### src/rtl/palette_pkg.sv
package palette_pkg;
  localparam int COMP_W = 4;

  typedef struct packed {
    logic [COMP_W-1:0] r;
    logic [COMP_W-1:0] g;
    logic [COMP_W-1:0] b;
  } rgb12_t;

  // widen one nibble to a byte by duplicating it (equals c*17)
  function automatic logic [2*COMP_W-1:0] widen(input logic [COMP_W-1:0] c);
    return {c, c};
  endfunction

  function automatic logic [6*COMP_W-1:0] to_rgb24(input rgb12_t e);
    return {widen(e.r), widen(e.g), widen(e.b)};
  endfunction
endpackage

### src/rtl/pal_decode.sv
module pal_decode #(
  parameter int ADDR_W = 16,
  parameter int IDX_W  = 8,
  parameter logic [ADDR_W-1:0] BASE = 16'h0400
) (
  input  logic              wr_en,
  input  logic [ADDR_W-1:0] wr_addr,
  output logic              hit_even,
  output logic              hit_odd,
  output logic [IDX_W-1:0]  idx
);
  localparam int WIN_LOG = IDX_W + 1;

  logic in_win;
  assign in_win   = (wr_addr[ADDR_W-1:WIN_LOG] == BASE[ADDR_W-1:WIN_LOG]);
  assign idx      = wr_addr[WIN_LOG-1:1];
  assign hit_even = wr_en && in_win && !wr_addr[0];
  assign hit_odd  = wr_en && in_win &&  wr_addr[0];
endmodule

### src/rtl/pal_stage.sv
module pal_stage #(
  parameter int COMP_W = 4
) (
  input  logic                clk,
  input  logic                rst_n,
  input  logic                load,
  input  logic [2*COMP_W-1:0] din,
  output logic [2*COMP_W-1:0] rg
);
  always_ff @(posedge clk) begin
    if (!rst_n)    rg <= '0;
    else if (load) rg <= din;
  end
endmodule

### src/rtl/pal_store.sv
module pal_store
  import palette_pkg::*;
#(
  parameter int IDX_W = 8
) (
  input  logic             clk,
  input  logic             rst_n,
  input  logic             commit,
  input  logic [IDX_W-1:0] cidx,
  input  rgb12_t           cword,
  input  logic [IDX_W-1:0] pix_idx,
  output logic [23:0]      rgb_out
);
  localparam int ENTRIES = 1 << IDX_W;

  rgb12_t tab [ENTRIES];

  always_ff @(posedge clk) begin
    if (!rst_n) begin
      for (int i = 0; i < ENTRIES; i++) tab[i] <= '0;
    end else if (commit) begin
      tab[cidx] <= cword;
    end
  end

  always_ff @(posedge clk) begin
    if (!rst_n) rgb_out <= '0;
    else        rgb_out <= to_rgb24(tab[pix_idx]);
  end
endmodule

### src/rtl/palette_lut.sv
module palette_lut
  import palette_pkg::*;
#(
  parameter int ADDR_W = 16,
  parameter int IDX_W  = 8,
  parameter logic [ADDR_W-1:0] BASE = 16'h0400
) (
  input  logic              clk,
  input  logic              rst_n,
  input  logic              wr_en,
  input  logic [ADDR_W-1:0] wr_addr,
  input  logic [7:0]        wr_data,
  input  logic [IDX_W-1:0]  pix_idx,
  output logic [23:0]       rgb_out
);
  // named internal events, observed by the bound checker
  logic             stage_load;
  logic             commit;
  logic [IDX_W-1:0] commit_idx;
  logic [7:0]       staged_rg;
  rgb12_t           commit_word;

  pal_decode #(.ADDR_W(ADDR_W), .IDX_W(IDX_W), .BASE(BASE)) u_dec (
    .wr_en(wr_en), .wr_addr(wr_addr),
    .hit_even(stage_load), .hit_odd(commit), .idx(commit_idx)
  );

  pal_stage #(.COMP_W(COMP_W)) u_stage (
    .clk(clk), .rst_n(rst_n), .load(stage_load), .din(wr_data), .rg(staged_rg)
  );

  // high nibble of the blue write is dropped here
  assign commit_word = '{r: staged_rg[7:4], g: staged_rg[3:0], b: wr_data[3:0]};

  pal_store #(.IDX_W(IDX_W)) u_store (
    .clk(clk), .rst_n(rst_n), .commit(commit), .cidx(commit_idx),
    .cword(commit_word), .pix_idx(pix_idx), .rgb_out(rgb_out)
  );
endmodule

### config.mk
export PLATFORM = sky130hd
export DESIGN_NAME = palette_lut
export DESIGN_NICKNAME = d
export VERILOG_FILES = /design/src/rtl/palette_pkg.sv /design/src/rtl/pal_decode.sv /design/src/rtl/pal_stage.sv /design/src/rtl/pal_store.sv /design/src/rtl/palette_lut.sv
export SDC_FILE = /design/constraint.sdc
export NUM_CORES = 2
export LEC_CHECK = 0
export ABC_AREA = 0
export CAP_MARGIN = 20
export CORE_ASPECT_RATIO = 0.75
export CORE_MARGIN = 8
export CORE_UTILIZATION = 45
export CTS_BUF_LIST = sky130_fd_sc_hd__clkbuf_16
export CTS_CLUSTER_SIZE = 14
export DETAILED_ROUTE_END_ITERATION = 10
export DONT_BUFFER_PORTS = 1
export SYNTH_ARGS = -nofsm -noshare
export SYNTH_HDL_FRONTEND = slang
export SYNTH_HIERARCHICAL = 1
export SYNTH_SLANG_ARGS = --single-unit
export TNS_END_PERCENT = 1
### constraint.sdc
create_clock -name clk -period 4.2 [get_ports clk]
set_clock_uncertainty 0.2 [all_clocks]
set_input_delay 0.42 -clock clk [delete_from_list [all_inputs] [get_ports clk]]
set_output_delay 0.42 -clock clk [all_outputs]
set_load 0.02 [all_outputs]
== After elaboration in Yosys (flattened, before gate mapping) ==
Memories as Yosys holds them, arrays and structs flattened.
Cells that the tools add are included.
Operators by class
  $add $sub $neg: 0
  multipliers: 0
  divide/modulo/power cells: 0
  $lt $le $gt $ge: 0
  equal/unequal tests: 1
  shift-type cells: 0
  mux-type cells: 7
  bitwise gates (word level): 0
  reduce and logical (&&, ||, !) cells: 5
Operators with widths (number)
  2-to-1 mux 12 bit: 1
  OR reduction 12 bit: 1
  2-to-1 mux 8 bit: 1
  == test 7 x 2 -> 1 bit (second input constant): 1
  2-to-1 mux 1 bit: 5
  logical AND 1 bit: 3
  zero test 1 bit: 1
Word-level totals
  register bits after elaboration: 32
  bits in latches: 0
  memory bits (writable): 3072
  memory bits (read-only): 0
  input port bits: 35
  memories: 1
Memory list
  u_store.tab: depth 256, bits a word 12, rd ports 1, clocked after Yosys merged registers in 0, wr ports 256, RTL line pal_store.sv:16  | rgb12_t tab [ENTRIES];

== Longest topological paths before layout ==
  depth after elaboration: 8
  depth in mapped cells: 13
  mapped depth without buffers: 7

== Cells and area by module ==
The synthesis kept the hierarchy.
Modules (own cells, without submodules)
  pal_store: times used 1, cells an instance 9611, area an instance 143400.0 um^2, seq. area each 92488.7 um^2
  pal_stage: times used 1, cells an instance 25, area an instance 301.5 um^2, seq. area each 160.2 um^2
  pal_decode: times used 1, cells an instance 13, area an instance 93.8 um^2, seq. area each 0.0 um^2

== Worst setup path before layout ==
OpenSTA, ideal clock, no wires.
  path kind: input -> register
  start point: in wr_addr[9]
  end point: mem u_store/tab[166][0] (netlist name), enable pin
  arrival: 3.096 ns
  path slack: 0.507 ns
  stages on the path: 8
  buffers on the path: 3
  cells stage by stage: or4b_1 nor3_1 and2_1 clkbuf_1 nand2_1 clkbuf_1 clkbuf_1 o21ai_0
RTL lines
  from (decl): RTL line palette_lut.sv:11  | input logic [ADDR_W-1:0] wr_addr,
  to (decl): RTL line pal_store.sv:16

== Worst setup path after layout ==
  start point: in pix_idx[1]
  end point: reg u_store.rgb_out[15]
On the way
  word-level cells in the longest chain between the ends: 1
Ends and longest elaborated chain
  from (decl): RTL line palette_lut.sv:13  | input logic [IDX_W-1:0] pix_idx,
  memory read (256 x 12 bit)
  to (signal assigned): RTL line pal_store.sv:28  | else rgb_out <= to_rgb24(tab[pix_idx]);
  to (decl): RTL line pal_store.sv:12  | output logic [23:0] rgb_out
No other way between the ends.
A chain may end at the register's enable or synchronous reset.

==> flow_summary.toml <==
[synth]
yosysMostFrequentCell = "edfxtp_1"
ys_seq_area_frac = 0.6443
synthTopCellsByCount = "edfxtp_1, and2_1, clkbuf_1"
synth-warning-count = 6
syn-num-nets = 9684
synth.area.top_cells = "edfxtp_1, and2_1, mux4_2"
yosys.area.top_type = "edfxtp_1"
async_flop_share = 0
synth_top_area_share = 0.6415
synth_area_um2 = 143800
avgSynthCellArea_um2 = 14.90
synth_edf_count = 3072
synthCells = 9649
ys.flop_type = "edfxtp_1"
synth.distinct_cells = 75
synth_seq_cells = 3092

[sta]
finalCritPeriodShare = 1.006
fin_crit_ps = 4226
max_freq_mhz = 236.6
slew_headroom = 0.002134
setup_slack_ps = -25.87
tns_ps = -25.87
setup_viol = 1
rsz0062_at_grt = "no"
hold_viol = 0
drv_slew = 0
max_slew.worst_pin.slew_ps = 1497

[place]
port_buffers = 0
gp_congestion = 0.8916
place_worst_setup_slack_ps = -3340
dp_hpwl_mm = 275.6
placed_cells = 13770

[floorplan]
initial_core_util = 0.4528
rows = 179
ioPinCount = 59
die_w_um = 668.7
die-area_um2 = 338100
dieHeight_um = 505.6
core_area_um2 = 317600

[cts]
cts_tree = "yes"
clock-root-buffer = "clkbuf_16"
htreeDepth = 5
cts_buffers = 312
clockBufferDepth = 4
clk_pin_slew_ps = 60
postCtsSetupBuffers = 0
clk_latency_ps = 910
cts_num_sinks = 3092

[min_path]
min_path_type = "input port to flop"
hold_end = "u_stage/rg[0]"
holdCritStartpoint = "rst_n"
holdPathStages = 3

[finish]
drive_gt1_frac = 0.1971
fin_util = 0.5111
nets = 9921
synthToLayoutAreaGrowth_pct = 12.89
instances_no_fill = 14390

[routing]
routedWlPerCell_um = 32.74
drc = 0
first_pass_iters = 6
postRouteAntennaNets = 0
via_count = 87630
via_per_inst = 6.090
routed_wl_mm = 471.1
drtIter0Drc = 13210

[critical_path]
rr_startpoint = "u_store/tab[1][10]"
cp.arrival_ps = 4850
crit-reg2reg-capture = "u_store/rgb_out[22]"
cp_slowest_stage_delay_ps = 630
reg2reg_depth = 7
worst_path_max_delay_cell = "buf_16"
path_max_fanout = 168
end_kind = "flop"
r2r_slack_ps = 1130
crit_type = "input port to flop"
required_ps = 4820
path_cells = "buf_16 > buf_16 > nand2_4 > buf_12 > o221ai_1 > o22ai_1 > a22oi_1 > o211ai_1 > buf_4 > o2bb2ai_1"
start_kind = "input port"
cpMostUsedCell = "buf_16"

[global_routing]
grt_pass1_vias = 84680
grt_start_max_net_pins = 575
grt_overflow = 0
grt_pass1_wl_mm = 655.6
grt_use_total = 0.2700
antenna_found_initial = 39

[power_and_ir_drop]
leakage_nw = 59.23
ir_drop_mv = 0.3033
p_per_area_nw_per_um2 = 415.3

[outcome]
failed_checks = "setup timing"
status = "complete, but fails checks"

[flow_run]
max-cap-violations = 0
[per-layer routing]
metal	wire, µm	vias up	part of all wire	track usage
li1	-	36060	-	-
met3	56400	830	0.12	0.06399
met5	135	-	0.00029	0
met2	204700	5187	0.43	0.3972
met4	18270	22	0.039	0.09062
met1	191600	45540	0.41	0.3947
[cell families after synthesis]
family	after synthesis	share of synthesized area
DFF	3092	0.6443
buffers and inverters	1048	0.03735
muxes	1040	0.1304
and+or+nand+nor	3661	0.1519
AOI/OAI and AO/OA	808	0.03601
[worst max-delay path by stage]
stage / from / endpoint / slack (ps) / cells after the start
5_1_grt: pix_idx[1] / u_store/rgb_out[15] / 50 / 10
6_report: pix_idx[1] / u_store/rgb_out[15] / -30 / 10
3_5_place_dp: pix_idx[0] / u_store/rgb_out[15] / -3340 / 13
4_1_cts: pix_idx[0] / u_store/rgb_out[15] / 80 / 13
2_1_floorplan: wr_addr[9] / u_store/tab[166][0] / 510 / 8
3_3_place_gp: pix_idx[0] / u_store/rgb_out[15] / -3300 / 13
[cell type report]
class                      count  area, µm²
antenna                       18      45.04
multi-input combinational   5509      45890
fill                       26310     155300
clock buffer                 323       8083
tap                         4253       5321
clock inverter               224       1488
timing repair buffer         967       8787
sequential                  3092      92680
inverter                       4      27.53
[repair_timing]
item / in CTS / in global routing
cloned: 11 / 3
resized for setup: 0 / 0
endpoints found under the hold margin: 3821 / 20
pin swaps: 1 / 1
hold buffers: 33 / 1
setup endpoints to repair: 12 / 6
[metrics by stage]
step	hold WS [ps]	power, W	area [µm²]
floorplan	328.3	0.03867	143800
global placement	400.8	0.04034	151600
detailed placement	400.9	0.04041	151700
CTS	5.373	0.06746	162000
global route	53.38	0.06902	162300
finish	24.16	0.06741	162300
[power by group]
group          internal [W]  switching, W
sequential           0.0350      0.000434
clock                0.0151        0.0120
combinational       0.00186       0.00306
[registers in the layout, indices dropped and copies added, names as in the netlist]
register	count
u_stage/rg	8
u_store/rgb_out	12
u_store/tab	3072
[critical path: cells and delay by family]
family	cells	cell delay, ps
buffers and inverters	4	1820
and+or+nand+nor	1	480
AOI/OAI and AO/OA	5	1670
[placed cells by master, fill, tap and decap left out, types with 21 or more instances in the layout]
cell type         n
and3_1          145
dlygate4sd3_1    28
mux2i_1         372
clkinv_1         72
o22ai_1         115
o21ai_1         256
nor2b_1          23
mux2_2           21
a21oi_1          76
buf_12           58
o21ai_0          50
clkinv_2         43
and2_1         2964
nand2_1          76
a22oi_1          26
a211oi_1         29
mux4_1           60
mux4_2          587
nor3_1           27
inv_1            79
nand3_1          30
clkbuf_16       326
buf_4           846
a31oi_1          36
o221ai_1        102
nor2_1          316
edfxtp_1       3072
Note: power is estimated with default switching activity, not from simulation.
